===== src/rtl/dag_pkg.sv =====
package dag_pkg;
  typedef enum logic [1:0] {
    BASE_PAGE  = 2'd0,
    BASE_STACK = 2'd1,
    BASE_ZERO  = 2'd2
  } base_sel_e;
endpackage


===== src/rtl/dag_page_join.sv =====
module dag_page_join #(
  parameter int ADDR_W = 16,
  parameter int OFF_W  = 7,
  localparam int PAGE_W = ADDR_W - OFF_W
) (
  input  logic [PAGE_W-1:0] page,
  input  logic [OFF_W-1:0]  offset,
  input  logic              force_zero,
  output logic [ADDR_W-1:0] addr
);
  logic [PAGE_W-1:0] page_eff;
  always_comb begin
    page_eff = force_zero ? '0 : page;
    addr     = {page_eff, offset};
  end
endmodule


===== src/rtl/dag_stack_add.sv =====
module dag_stack_add #(
  parameter int ADDR_W = 16,
  parameter int OFF_W  = 7
) (
  input  logic [ADDR_W-1:0] sp,
  input  logic [OFF_W-1:0]  offset,
  output logic [ADDR_W-1:0] addr
);
  logic [ADDR_W-1:0] off_ext;
  always_comb begin
    off_ext = {{(ADDR_W-OFF_W){1'b0}}, offset};
    addr    = sp + off_ext;
  end
endmodule


===== src/rtl/dag_out_reg.sv =====
module dag_out_reg #(
  parameter int ADDR_W = 16
) (
  input  logic              clk,
  input  logic              rst_n,
  input  logic              load,
  input  logic [ADDR_W-1:0] addr_in,
  output logic [ADDR_W-1:0] addr_q,
  output logic              vld_q
);
  logic [ADDR_W-1:0] addr_d;
  logic              vld_d;

  always_comb begin
    addr_d = addr_q;
    vld_d  = load;
    if (load) addr_d = addr_in;
  end

  always_ff @(posedge clk or negedge rst_n) begin
    if (!rst_n) begin
      addr_q <= '0;
      vld_q  <= 1'b0;
    end else begin
      addr_q <= addr_d;
      vld_q  <= vld_d;
    end
  end
endmodule


===== src/rtl/dir_addr_gen.sv =====
module dir_addr_gen
  import dag_pkg::*;
#(
  parameter int ADDR_W  = 16,
  parameter int OFF_W   = 7,
  parameter int INSTR_W = 16,
  parameter int IND_BIT = 7,
  localparam int PAGE_W = ADDR_W - OFF_W
) (
  input  logic               clk,
  input  logic               rst_n,
  input  logic               req_valid,
  input  logic [INSTR_W-1:0] instr,
  input  logic [PAGE_W-1:0]  page_reg,
  input  logic [ADDR_W-1:0]  stack_ptr,
  input  logic               stack_mode,
  input  logic               mmr_req,
  output logic [ADDR_W-1:0]  addr_out,
  output logic               addr_vld
);
  logic [OFF_W-1:0]  offset;
  logic              is_direct;
  logic              load;
  base_sel_e         base_sel;
  logic [ADDR_W-1:0] page_addr;
  logic [ADDR_W-1:0] stack_addr;
  logic [ADDR_W-1:0] sel_addr;

  always_comb begin
    offset    = instr[OFF_W-1:0];
    is_direct = ~instr[IND_BIT];
    load      = req_valid & is_direct;
    if (mmr_req)         base_sel = BASE_ZERO;
    else if (stack_mode) base_sel = BASE_STACK;
    else                 base_sel = BASE_PAGE;
  end

  dag_page_join #(.ADDR_W(ADDR_W), .OFF_W(OFF_W)) u_join (
    .page       (page_reg),
    .offset     (offset),
    .force_zero (base_sel == BASE_ZERO),
    .addr       (page_addr)
  );

  dag_stack_add #(.ADDR_W(ADDR_W), .OFF_W(OFF_W)) u_add (
    .sp     (stack_ptr),
    .offset (offset),
    .addr   (stack_addr)
  );

  always_comb begin
    sel_addr = (base_sel == BASE_STACK) ? stack_addr : page_addr;
  end

  dag_out_reg #(.ADDR_W(ADDR_W)) u_reg (
    .clk     (clk),
    .rst_n   (rst_n),
    .load    (load),
    .addr_in (sel_addr),
    .addr_q  (addr_out),
    .vld_q   (addr_vld)
  );

  assert_indirect_no_vld_R5: assert property (@(posedge clk) disable iff (!rst_n)
    (req_valid && instr[IND_BIT]) |=> (!addr_vld && $stable(addr_out)));

  assert_idle_hold_R6: assert property (@(posedge clk) disable iff (!rst_n)
    !req_valid |=> (!addr_vld && $stable(addr_out)));

  assert_direct_vld_R6: assert property (@(posedge clk) disable iff (!rst_n)
    (req_valid && !instr[IND_BIT]) |=> addr_vld);

  assert_mmr_page0_R4: assert property (@(posedge clk) disable iff (!rst_n)
    (req_valid && !instr[IND_BIT] && mmr_req) |=>
      (addr_out[ADDR_W-1:OFF_W] == '0 && addr_out[OFF_W-1:0] == $past(instr[OFF_W-1:0])));

  assert_page_join_R2: assert property (@(posedge clk) disable iff (!rst_n)
    (req_valid && !instr[IND_BIT] && !mmr_req && !stack_mode) |=>
      (addr_out == {$past(page_reg), $past(instr[OFF_W-1:0])}));

  assert_stack_sum_R3: assert property (@(posedge clk) disable iff (!rst_n)
    (req_valid && !instr[IND_BIT] && !mmr_req && stack_mode) |=>
      (ADDR_W'(addr_out - $past(stack_ptr)) == ADDR_W'($past(instr[OFF_W-1:0]))));
endmodule


===== config.mk =====
export PLATFORM = sky130hd
export DESIGN_NAME = dir_addr_gen
export DESIGN_NICKNAME = d
export VERILOG_FILES = /design/src/rtl/dag_pkg.sv /design/src/rtl/dag_page_join.sv /design/src/rtl/dag_stack_add.sv /design/src/rtl/dag_out_reg.sv /design/src/rtl/dir_addr_gen.sv
export SDC_FILE = /design/constraint.sdc
export NUM_CORES = 1
export LEC_CHECK = 0
export CAP_MARGIN = 15
export CORE_MARGIN = 4
export CORE_UTILIZATION = 60
export DETAILED_ROUTE_END_ITERATION = 6
export DONT_BUFFER_PORTS = 1
export PLACE_DENSITY_LB_ADDON = 0.1
export RECOVER_POWER = 50
export SETUP_SLACK_MARGIN = 0.3
export SYNTH_ARGS = -nofsm -noshare
export SYNTH_HDL_FRONTEND = slang
export SYNTH_SLANG_ARGS = --single-unit

===== constraint.sdc =====
create_clock -name clk -period 1.3 [get_ports clk]
set_clock_uncertainty 0.15 [all_clocks]
set_input_delay 0.26 -clock clk [delete_from_list [all_inputs] [get_ports clk]]
set_output_delay 0.26 -clock clk [all_outputs]
set_load 0.005 [all_outputs]

### Word level (Yosys, flattened, before mapping)

Cells that the tools add are included.
W data, S select, Z words.

| storage, ports and cells | value |
|---|---|
| input bits | 46 |
| flip-flop bits (word level) | 17 |
| output and inout port bits | 17 |
| word-level logic and storage cells | 11 |

| cells by class | value |
|---|---|
| eq/ne operators | 2 |
| mux-type cells | 4 |
| add/subtract/negate cells | 1 |
| bitwise operators | 2 |

Operators by type and width:

| operator | number |
|---|---|
| $add A16 B7 Y16 | 1 |
| $mux W16 | 1 |
| $mux W9 | 1 |
| $eq A2 B1 Y1 const B | 1 |
| $eq A2 B2 Y1 const B | 1 |
| $mux W2 | 1 |
| $and A1 B1 Y1 | 1 |
| $mux W1 | 1 |
| $not A1 Y1 | 1 |

### Longest topological paths before layout

Gate-level depths: netlist (run 1).

| logic depth | value |
|---|---|
| depth after elaboration | 5 |
| gate-level depth with buffers | 7 |
| gate-level depth less buffers | 7 |

### Hierarchy

Synthesis (run 1) repeated with hierarchy kept, for this count alone.

| unflattened totals | value |
|---|---|
| cells, all modules | 132 |
| area, all modules | 1501.4 sq um |

By module, submodules not included:

| module | cells an instance | area an instance (sq um) | seq. area each (sq um) | times used |
|---|---|---|---|---|
| dag_out_reg | 35 | 674.4 | 425.4 | 1 |
| dag_stack_add | 60 | 452.9 | 0.0 | 1 |
| dir_addr_gen | 21 | 265.3 | 0.0 | 1 |
| dag_page_join | 16 | 108.9 | 0.0 | 1 |

### Worst setup path after synthesis (run 1)

Ideal clock, no wire load.

| path | value |
|---|---|
| path type | in2reg |
| start | in instr[0] |
| end | reg u_reg.addr_q[10] |
| required time | 1.073 ns |
| setup slack | -0.648 ns |
| cell stages on the path | 7 |
| library setup time | 0.077 ns |
| path buffers | 0 |
| arrival time | 1.720 ns |
| path through | ha_1 fa_1 a211oi_2 o211a_4 nor3_1 xnor2_1 a21oi_1 |

| between the ends | value |
|---|---|
| cells in the longest elaborated chain, start to end | 2 |

Ends and longest elaborated chain:

| what | line | RTL |
|---|---|---|
| start, declared | dir_addr_gen.sv:13 | `input logic [INSTR_W-1:0] instr,` |
| $add A16 B7 Y16 | dag_stack_add.sv:12 | `addr = sp + off_ext;` |
| $mux W16 | dir_addr_gen.sv:52 | `sel_addr = (base_sel == BASE_STACK) ? stack_addr : page_addr;` |
| end signal, assigned | dag_out_reg.sv:25 | `addr_q <= addr_d;` |
| end, declared | dag_out_reg.sv:8 | `output logic [ADDR_W-1:0] addr_q,` |

Every way passes these cells.
A chain may end at the register's enable or synchronous reset.

### Worst setup path in the final report (run 1)

| path | value |
|---|---|
| start | in stack_ptr[0] |
| end | reg u_reg.addr_q[9] |

| between the ends | value |
|---|---|
| cells in the longest elaborated chain, start to end | 2 |

Ends and longest elaborated chain:

| what | line | RTL |
|---|---|---|
| start, declared | dir_addr_gen.sv:15 | `input logic [ADDR_W-1:0] stack_ptr,` |
| $add A16 B7 Y16 | dag_stack_add.sv:12 |  |
| $mux W16 | dir_addr_gen.sv:52 |  |

Every way passes these cells.

==> results of run 1 <==
## sequential cells by signal, indices dropped and copies added (netlist names)
register      count
u_reg.vld_q       1
u_reg.addr_q     16
## kinds of logic after synthesis
kind of cell | count (synthesis) | synth area share
compound gates | 53 | 0.269
xor+xnor | 13 | 0.0929
fa+ha+maj | 8 | 0.0878
buf+inv | 7 | 0.0337
flops | 17 | 0.347
mux | 2 | 0.0163
simple gates | 34 | 0.153
## layout make-up
cell class,count,area share
timing repair buffer,28,0.138
sequential,17,0.259
inverter,3,0.00684
multi-input combinational,110,0.560
clock buffer,4,0.0160
tap,27,0.0205
## critical path, stage by stage
cell and delay [ns]:
ha_4 0.14, buf_4 0.13, buf_6 0.10, buf_6 0.11
a211oi_4 0.24, o211ai_1 0.14, buf_4 0.19, nand4_1 0.10
xor2_1 0.19, a21oi_1 0.09
## final timing paths
| path | startpoint | to | slack [ns] |
|---|---|---|---|
| max | stack_ptr[0] | u_reg.addr_q[9] | -0.38 |
| min | rst_n | u_reg.addr_q[3] | -0.07 |
| max reg2reg | u_reg.addr_q[11] | u_reg.addr_q[11] | 0.33 |
| min reg2reg | u_reg.addr_q[0] | u_reg.addr_q[0] | 0.37 |
| max in group asynchronous | rst_n | u_reg.addr_q[4] | 0.49 |
| min in group clk | instr[6] | u_reg.addr_q[6] | -0.05 |
## synth_stat cells, types with 2 or more instances
cell	n	area share
nor2_1	7	0.021
xnor2_1	7	0.050
inv_1	3	0.0092
a22oi_1	9	0.055
o21ai_0	17	0.069
dfrtp_1	17	0.35
nand2_1	10	0.031
and3_1	2	0.010
clkbuf_1	2	0.0061
nor4_4	2	0.035
o211ai_1	2	0.012
xor2_1	6	0.043
mux2i_1	2	0.016
buf_6	2	0.018
nand3_1	4	0.016
nor3_1	6	0.024
a21oi_1	17	0.069
a21o_1	2	0.012
ha_1	7	0.071
## cells in the final DEF, fill, tap and decap left out, types with 5 or more instances in the layout
cell type  count
dfrtp_1       17
buf_6          5
nand2_1        9
buf_4         19
nor3_1         5
xor2_1         6
a21oi_1       14
a22oi_1        9
nor2_1         7
o21ai_1       14
## through the flow
stage,instances,util
after floorplan,134,-
after global placement,175,0.719
after detailed placement,175,0.719
after CTS,186,0.802
after global routing,189,0.847
final,189,0.847
## power by group through the flow
stage	Sequential (mW)	Combinational, mW	Clock [mW]
after floorplan	0.654	0.283	0
after detailed placement	0.671	0.379	0
after CTS	0.660	0.457	0.300
after global placement	0.669	0.366	0
after global routing	0.668	0.568	0.325
final	0.660	0.521	0.298
## routing by layer
metal	global-route usage	wire length (um)	vias to the layer above
li1	-	-	555
met1	0.349	1490	595
met2	0.412	1870	65
met3	0.0761	349	14
met4	0.0979	84	0
met5	0	0	-
## timing repair
action                                 CTS  global route
endpoints found under the hold margin   26             8
pin swaps                               26            12
setup endpoints to repair               32            49
hold buffers                             2             1
resized for setup                       24            13
setup buffers                            5             2
==> results.ini, run 1 <==
[outcome]
status=finished with violations
failed_checks=negative hold slack, negative setup slack

[timing]
hold_slack_ns=-0.0685
final.setup.worst_slack_ns=-0.381
hold_violations=25
worst_pin_slew_ns=0.955
slew_viol_final=0
finalSetupViolCount=13
fin_crit_sh=1.29
slew-limit-headroom=0.363
fmax_mhz=595
setup_tns_ns=-3.41
grt_setup_unrepaired=true
period_minus_slack_ns=1.68

[synthesis]
synthArstFlopShare=1.00
syn-num-nets=188
syn_area_per_cell_um2=9.15
synth_edf_count=0
ys_types=29
yosysWarningCount=0
ys_ff_latch=17
synth_area_um2=1230
ys.flop_type=dfrtp_1
ys_seq_area_frac=0.347
synthCells=134

[global_route]
grt_pass1_vias=1168
grt_util_all_layers=0.266
grt_max_degree=18
antenna_found_initial=0
grt_pass1_wl_um=5380
grt_overflow=0

[place]
pre_cts_ws_ns=-0.674
portBuffers=0
place_area_um2=1400
dp_hpwl_um=2480
place.gp.congestion=0.895

[final_layout]
stdcell_area_um2=1650
syn_to_final_growth_pct=34.2
finalNetCount=217
regArea_um2=425
drive_above_1_share=0.321
multi_input_area_um2=921
num_antenna_cells=0
fillers=108

[floorplanning]
fp.dieArea_um2=2830
ioPinCount=63
initial_core_util=0.631
coreArea_um2=1940
num_rows=16
die_y_um=53.2
die_w_um=53.2

[power_and_ir_drop]
power.switching_mw=0.499
swShare=0.337
p_leak_nw=0.676
internal_power_mw=0.979
power_mw=1.48
p_clk_frac=0.202
ir_drop_mv=0.716
combPwrFrac=0.352
powerDensity_nw_per_um2=898
p_seq_frac=0.446

[drt]
post_drt_wl_per_cell_um=20.1
drt_iter0_markers=25
drc=0
wl_um=3790
first_pass_iters=5
via_per_inst=6.50
vias=1229
postRouteAntennaNets=0

[cts]
clkTransAtPathRegs_ns=0.11
clkSinkCount=17
htreeDepth=1
cts_tree=done
clock_latency_ns=0.29
numCtsBuffers=3
cts_root_buffer=clkbuf_4
clk_path_buf_depth=2

[setup_path]
critPathKind=in -> reg
reg2reg_depth=2
end_kind=flip-flop
crit_arrival_ns=1.71
worstSetupStartpointType=primary input
cp_max_fo=5
critical_path_required_ns=1.33

[hold_path]
hold_class=in -> async

[job]
max-cap-violations=0

(Power assumes the default switching activity.)
==> run 2: changes to the inputs <==
--- a/config.mk
+++ b/config.mk
@@ -8,6 +8,8 @@
 export CAP_MARGIN = 15
 export CORE_MARGIN = 4
 export CORE_UTILIZATION = 60
+export CTS_BUF_LIST = sky130_fd_sc_hd__clkbuf_4 sky130_fd_sc_hd__clkbuf_8
+export CTS_CLUSTER_DIAMETER = 60
 export DETAILED_ROUTE_END_ITERATION = 6
 export DONT_BUFFER_PORTS = 1
 export PLACE_DENSITY_LB_ADDON = 0.1
==> constraint.sdc (replaced) <==
create_clock -name clk -period 1.3 [get_ports clk]
set_clock_uncertainty 0.15 [all_clocks]
set_input_delay 0.13 -clock clk [delete_from_list [all_inputs] [get_ports clk]]
set_output_delay 0.13 -clock clk [all_outputs]
set_load 0.005 [all_outputs]
==> run 2 against run 1 <==
Compared with the run above:
- the run now fails in global routing
- area after synthesis stayed put
- synthesized cell count stayed put
==> results.ini, run 2 <==
[cts]
numCtsBuffers=3
htreeDepth=1
cts_root_buffer=clkbuf_4
clkSinkCount=17
clk_path_buf_depth=2

[floorplanning]
num_rows=16
die_w_um=53.2
ioPinCount=63
initial_core_util=0.631
die_y_um=53.2

[place]
place.gp.congestion=0.825
pre_cts_ws_ns=-0.471
dp_hpwl_um=2510
portBuffers=0

[outcome]
lastStage=global routing
firstError=[ERROR DPL-0038] Utilization greater than 100%, impossible to legalize
status=did not finish

[synthesis]
synth_top_area_frac=0.347
synth_area_leaders=dfrtp_1 35%, ha_1 7.1%, a21oi_1 6.9%
synthArstFlopShare=1.00
ys_types=29
yosysWarningCount=0
synth_top_area_cell=dfrtp_1
synth_edf_count=0
synthCells=134
ys.flop_type=dfrtp_1
ys_seq_area_frac=0.347
syn_area_per_cell_um2=9.15
syn-num-nets=188
synth_area_um2=1230
synth_common_cells=17 x a21oi_1, 17 x dfrtp_1, 17 x o21ai_0
ys_ff_latch=17

[timing]
endpoint_type=register input
crit_endpoint=u_reg.addr_q[4]$_DFFE_PN0P_/D

[global_route]
grt_max_degree=18

==> run 2: cell counts after synthesis <==
No cell type changed its count.
==> run 2: logic make-up after synthesis <==
group                      Yosys count  share of synthesized area
and+or+nand+nor                     34                      0.153
xor gates and xnor gates            13                     0.0929
adders and majority gates            8                     0.0878
muxes                                2                     0.0163
AOI/OAI and AO/OA                   53                      0.269
buffers and inverters                7                     0.0337
DFF                                 17                      0.347
==> run 2: stage by stage <==
step,instances,cell area [um2],setup TNS [ns]
after floorplan,134,1250,-2.90
after global placement,176,1400,-4.00
after detailed placement,176,1400,-4.45
after CTS,210,1850,-0.565
==> run 2: repair_timing <==
item	4_1_cts
resized for setup	28
setup endpoints to repair	13
pin swaps	13
hold endpoints to repair	33
hold buffers	26
buffers inserted	4
==> run 3: changes to the inputs <==
--- a/config.mk
+++ b/config.mk
@@ -6,15 +6,12 @@
 export NUM_CORES = 1
 export LEC_CHECK = 0
 export CAP_MARGIN = 15
-export CORE_MARGIN = 4
-export CORE_UTILIZATION = 60
-export CTS_BUF_LIST = sky130_fd_sc_hd__clkbuf_4 sky130_fd_sc_hd__clkbuf_8
-export CTS_CLUSTER_DIAMETER = 60
+export CORE_AREA = 4 4 65 67
 export DETAILED_ROUTE_END_ITERATION = 6
+export DIE_AREA = 0 0 69 71
 export DONT_BUFFER_PORTS = 1
-export PLACE_DENSITY_LB_ADDON = 0.1
+export PLACE_DENSITY_LB_ADDON = 0.15
 export RECOVER_POWER = 50
-export SETUP_SLACK_MARGIN = 0.3
 export SYNTH_ARGS = -nofsm -noshare
 export SYNTH_HDL_FRONTEND = slang
 export SYNTH_SLANG_ARGS = --single-unit
==> run 3 against run 2 <==
Compared with the run above:
- the flow now finishes, with violations (negative hold slack, negative setup slack)
==> results.ini, run 3 (synthesis gave the netlist of run 1 again) <==
[floorplanning]
coreArea_um2=3630
num_rows=22
fp.dieArea_um2=4900
die_y_um=71
ioPinCount=63
initial_core_util=0.337
die_w_um=69

[global_route]
grt_util_all_layers=0.148
grt_max_degree=18
grt_overflow=0
grt_pass1_wl_um=6040
antenna_found_initial=0
grt_pass1_vias=1287

[setup_path]
crit_arrival_ns=1.49
r2r_end=u_reg.addr_q[11]
reg2reg_depth=2
end_kind=flip-flop
timing.rr.start=u_reg.addr_q[11]
reg2reg_slack_ns=0.35
cp_max_fo=5
worstSetupStartpointType=primary input
critPathKind=in -> reg
critical_path_required_ns=1.28
startpoint=instr[0]

[drt]
first_pass_iters=4
post_drt_wl_per_cell_um=16.5
vias=1181
via_per_inst=5.18
drc=0
postRouteAntennaNets=0
drt_iter0_markers=23
wl_um=3760

[cts]
clkSinkCount=17
numCtsBuffers=3
cts_tree=done
clock_latency_ns=0.25
clkTransAtPathRegs_ns=0.06
htreeDepth=1
clk_path_buf_depth=2
cts_root_buffer=clkbuf_8

[place]
pre_cts_ws_ns=-0.573
placedCellCount=195
dp_hpwl_um=2760
portBuffers=0
place.gp.congestion=0.802

[timing]
fmax_mhz=662
fin_crit_sh=1.16
slew_viol_final=0
slew-limit-headroom=0.444
period_minus_slack_ns=1.51
final.setup.worst_slack_ns=-0.212
worst_pin_slew_ns=0.832
hold_slack_ns=-0.0197
hold_violations=1
grt_setup_unrepaired=true
finalSetupViolCount=7

[final_layout]
reg_top3=u_reg.addr_q (16), u_reg.vld_q (1)
finalNetCount=235
mostFrequentLayoutCells=27 x dlygate4sd3_1, 18 x buf_4, 17 x dfrtp_1
largest_register_ffs=16
fillers=377
multi_input_area_um2=905
num_antenna_cells=0
regArea_um2=425
max_flop_register=u_reg.addr_q
final_common_cell=dlygate4sd3_1
drive_above_1_share=0.244
fin_cells=228
syn_to_final_growth_pct=51.3

[hold_path]
hold_class=in -> reg
worstHoldEndpoint=u_reg.addr_q[11]
min_path_cells=3
min_from=mmr_req

[outcome]
status=finished with violations
failed_checks=negative hold slack, negative setup slack

[power_and_ir_drop]
powerDensity_nw_per_um2=852
ir_drop_mv=0.332
p_leak_nw=0.735

[job]
max-cap-violations=0

## run 3: critical path, cell delays in order
cell	delay, ns
ha_4	0.14
fa_2	0.38
a211oi_4	0.25
o211a_4	0.25
nor3_2	0.07
xnor2_2	0.16
a21oi_1	0.09
## run 3: area by class of cell
type	count	area share
clock buffer	4	0.0243
sequential	17	0.229
multi-input combinational	110	0.488
timing repair buffer	46	0.220
inverter	3	0.00607
tap	48	0.0324
## run 3: layer usage
| layer | track usage | vias to the layer above | part of all wire |
|---|---|---|---|
| met4 | 0.0586 | 0 | 0.0098 |
| met5 | 0 | - | 0 |
| met2 | 0.243 | 49 | 0.49 |
| met1 | 0.182 | 545 | 0.42 |
| li1 | - | 583 | - |
| met3 | 0.0440 | 4 | 0.086 |
## run 3: through the flow
step / total power [mW] / TNS, ns / hold slack, ns / util / cell area [um2]
CTS: 1.54 / -1.07 / 0.00740 / 0.476 / 1730
global placement: 1.04 / -4.56 / -0.315 / 0.386 / 1400
global route: 1.68 / -1.46 / 0.0177 / 0.511 / 1860
detailed placement: 1.04 / -4.80 / -0.315 / 0.386 / 1400
finish: 1.58 / -0.876 / -0.0197 / 0.511 / 1860
floorplan: 0.926 / -2.83 / -0.316 / - / 1250
## run 3: worst max-delay path by stage
stage | slack, ns | cells after the start | endpoint
after detailed placement | -0.57 | 7 | u_reg.addr_q[10]
after floorplan | -0.39 | 7 | u_reg.addr_q[10]
after CTS | -0.28 | 7 | u_reg.addr_q[10]
final | -0.21 | 7 | u_reg.addr_q[10]
after global routing | -0.32 | 7 | u_reg.addr_q[10]
after global placement | -0.58 | 7 | u_reg.addr_q[10]
## run 3: power breakdown
part / leakage, nW / switching, mW / total [mW] / internal, mW
clock network: 0.0228 / 0.184 / 0.401 / 0.217
registers: 0.216 / 0.0593 / 0.661 / 0.601
logic: 0.497 / 0.241 / 0.520 / 0.278
total: 0.735 / 0.485 / 1.58 / 1.10
## run 3: repair_timing
action | CTS | global route
resized for setup | 4 | 20
hold buffers | 25 | 2
pin swaps | 10 | 11
buffers inserted | 1 | 1
endpoints found under the setup margin | 11 | 11
endpoints found under the hold margin | 33 | 1
==> run 4: changes to the inputs <==
--- a/config.mk
+++ b/config.mk
@@ -15,3 +15,4 @@
 export SYNTH_ARGS = -nofsm -noshare
 export SYNTH_HDL_FRONTEND = slang
 export SYNTH_SLANG_ARGS = --single-unit
+export TNS_END_PERCENT = 20
==> constraint.sdc (replaced) <==
create_clock -name clk -period 1.3 [get_ports clk]
set_clock_uncertainty 0.15 [all_clocks]
set_input_delay 0.26 -clock clk [delete_from_list [all_inputs] [get_ports clk]]
set_output_delay 0.26 -clock clk [all_outputs]
set_load 0.005 [all_outputs]
==> run 4 against run 3 <==
Compared with the run above:
- the run still ends with negative hold slack, negative setup slack left
- critical endpoint is now u_reg.addr_q[14]
- critical path depth stayed put
- highest routed layer unchanged
- core utilization is 7.7 points lower
- sequential power hardly changed
- first-iteration DRC count unchanged
- cell count is 8.8% lower
- hold slack got worse by 0.023 ns
==> results.ini, run 4 (synthesis gave the netlist of run 1 again) <==
[outcome]
status=finished with violations
failed_checks=negative hold slack, negative setup slack

[global_route]
grt_util_all_layers=0.138
grt_overflow=0
grt_max_degree=18
antenna_found_initial=0
grt_pass1_vias=1128
grt_pass1_wl_um=5550

[timing]
worst_pin_slew_ns=0.894
grt_setup_unrepaired=true
period_minus_slack_ns=1.65
setup_tns_ns=-2.40
slew_viol_final=0
finalSetupViolCount=11
hold_violations=17
hold_slack_ns=-0.0431
slew-limit-headroom=0.404
final.setup.worst_slack_ns=-0.354
fin_crit_sh=1.27
fmax_mhz=605

[setup_path]
crit_arrival_ns=1.63
critPathCapture=u_reg.addr_q[14]
startpoint=instr[0]
worstSetupStartpointType=primary input
reg2reg_depth=2
critical_path_required_ns=1.28
critPathKind=in -> reg
cp_max_fo=5
reg2reg_slack_ns=0.32
r2r_end=u_reg.addr_q[11]
timing.rr.start=u_reg.addr_q[11]
end_kind=flip-flop

[floorplanning]
fp.dieArea_um2=4900
coreArea_um2=3630
ioPinCount=63
die_w_um=69
initial_core_util=0.337
die_y_um=71
num_rows=22

[place]
place_area_um2=1430
portBuffers=0
dp_hpwl_um=2810
place.gp.congestion=0.896
pre_cts_ws_ns=-0.709

[power_and_ir_drop]
power_mw=1.48
powerDensity_nw_per_um2=939
ir_drop_mv=0.299
p_leak_nw=0.646

[drt]
first_pass_iters=4
drc=0
drt_iter0_markers=23
vias=1114
wl_um=3300
post_drt_wl_per_cell_um=15.9
via_per_inst=5.36
postRouteAntennaNets=0

[cts]
numCtsBuffers=3
clkSinkCount=17
cts_root_buffer=clkbuf_8
htreeDepth=1
cts_tree=done
clock_latency_ns=0.25
clkTransAtPathRegs_ns=0.07
clk_path_buf_depth=2

[final_layout]
max_flop_register=u_reg.addr_q
fin_util=0.434
syn_to_final_growth_pct=28.6
num_antenna_cells=0
drive_above_1_share=0.256
reg_top3=u_reg.addr_q (16), u_reg.vld_q (1)
final_common_cell=buf_4
mostFrequentLayoutCells=20 x buf_4, 17 x dfrtp_1, 14 x a21oi_1
largest_register_ffs=16
finalNetCount=215
stdcell_area_um2=1580

[hold_path]
hold_class=in -> async

[job]
max-cap-violations=0

## run 4: cell types whose count changed in the layout (fill, tap and decap cells not counted), sizes merged
cell,delta
dlygate4sd3,-23
clkinv,+1
buf,+2
## run 4: how the worst min path moves through the flow
| stage | cells after the start | slack [ns] | startpoint | endpoint |
|---|---|---|---|---|
| final | 1 | -0.04 | rst_n | u_reg.addr_q[0] |
| after CTS | 2 | 0.001 | instr[5] | u_reg.addr_q[5] |
| after global placement | 0 | -0.19 | rst_n | u_reg.addr_q[1] |
| after global routing | 2 | 0.007 | page_reg[0] | u_reg.addr_q[7] |
| after floorplan | 0 | -0.19 | rst_n | u_reg.addr_q[0] |
| after detailed placement | 0 | -0.19 | rst_n | u_reg.addr_q[1] |
## run 4: metal layers
layer  GRT usage  vias to the layer above  share of wire
li1            -                      549              -
met1       0.182                      522           0.44
met2       0.216                       39           0.47
met3      0.0384                        4          0.080
met4      0.0521                        0          0.015
met5           0                        -              0
## run 4: area by class of cell
cell class | count | area, um2
clock inverters | 1 | 5.00
inverters | 3 | 11.3
repair buffers | 26 | 201
well taps | 48 | 60.1
flip-flops and latches | 17 | 425
fillers | 379 | 2060
clock buffers | 3 | 41.3
multi-input cells | 110 | 832
## run 4: timing repair
item,CTS,global route
buffers inserted,0,1
pin swaps,8,3
endpoints found under the hold margin,19,2
endpoints found under the setup margin,12,29
hold buffers,3,2
resized for setup,6,6
## run 4: power breakdown
group / internal, mW / switching [mW] / total, mW
clock network: 0.212 / 0.175 / 0.387
registers: 0.601 / 0.0628 / 0.664
logic: 0.221 / 0.208 / 0.429
## run 4: metrics by stage
step / hold WS (ns) / cells
after floorplan: -0.186 / 134
after global placement: -0.185 / 198
after detailed placement: -0.185 / 198
after CTS: 0.00147 / 205
after global routing: 0.00706 / 208
final: -0.0431 / 208
## run 4: critical path, stage by stage
cell	delay [ns]
ha_4	0.15
fa_2	0.36
a211oi_2	0.26
o211a_4	0.26
nor4_4	0.06
xnor2_1	0.19
a21oi_1	0.10
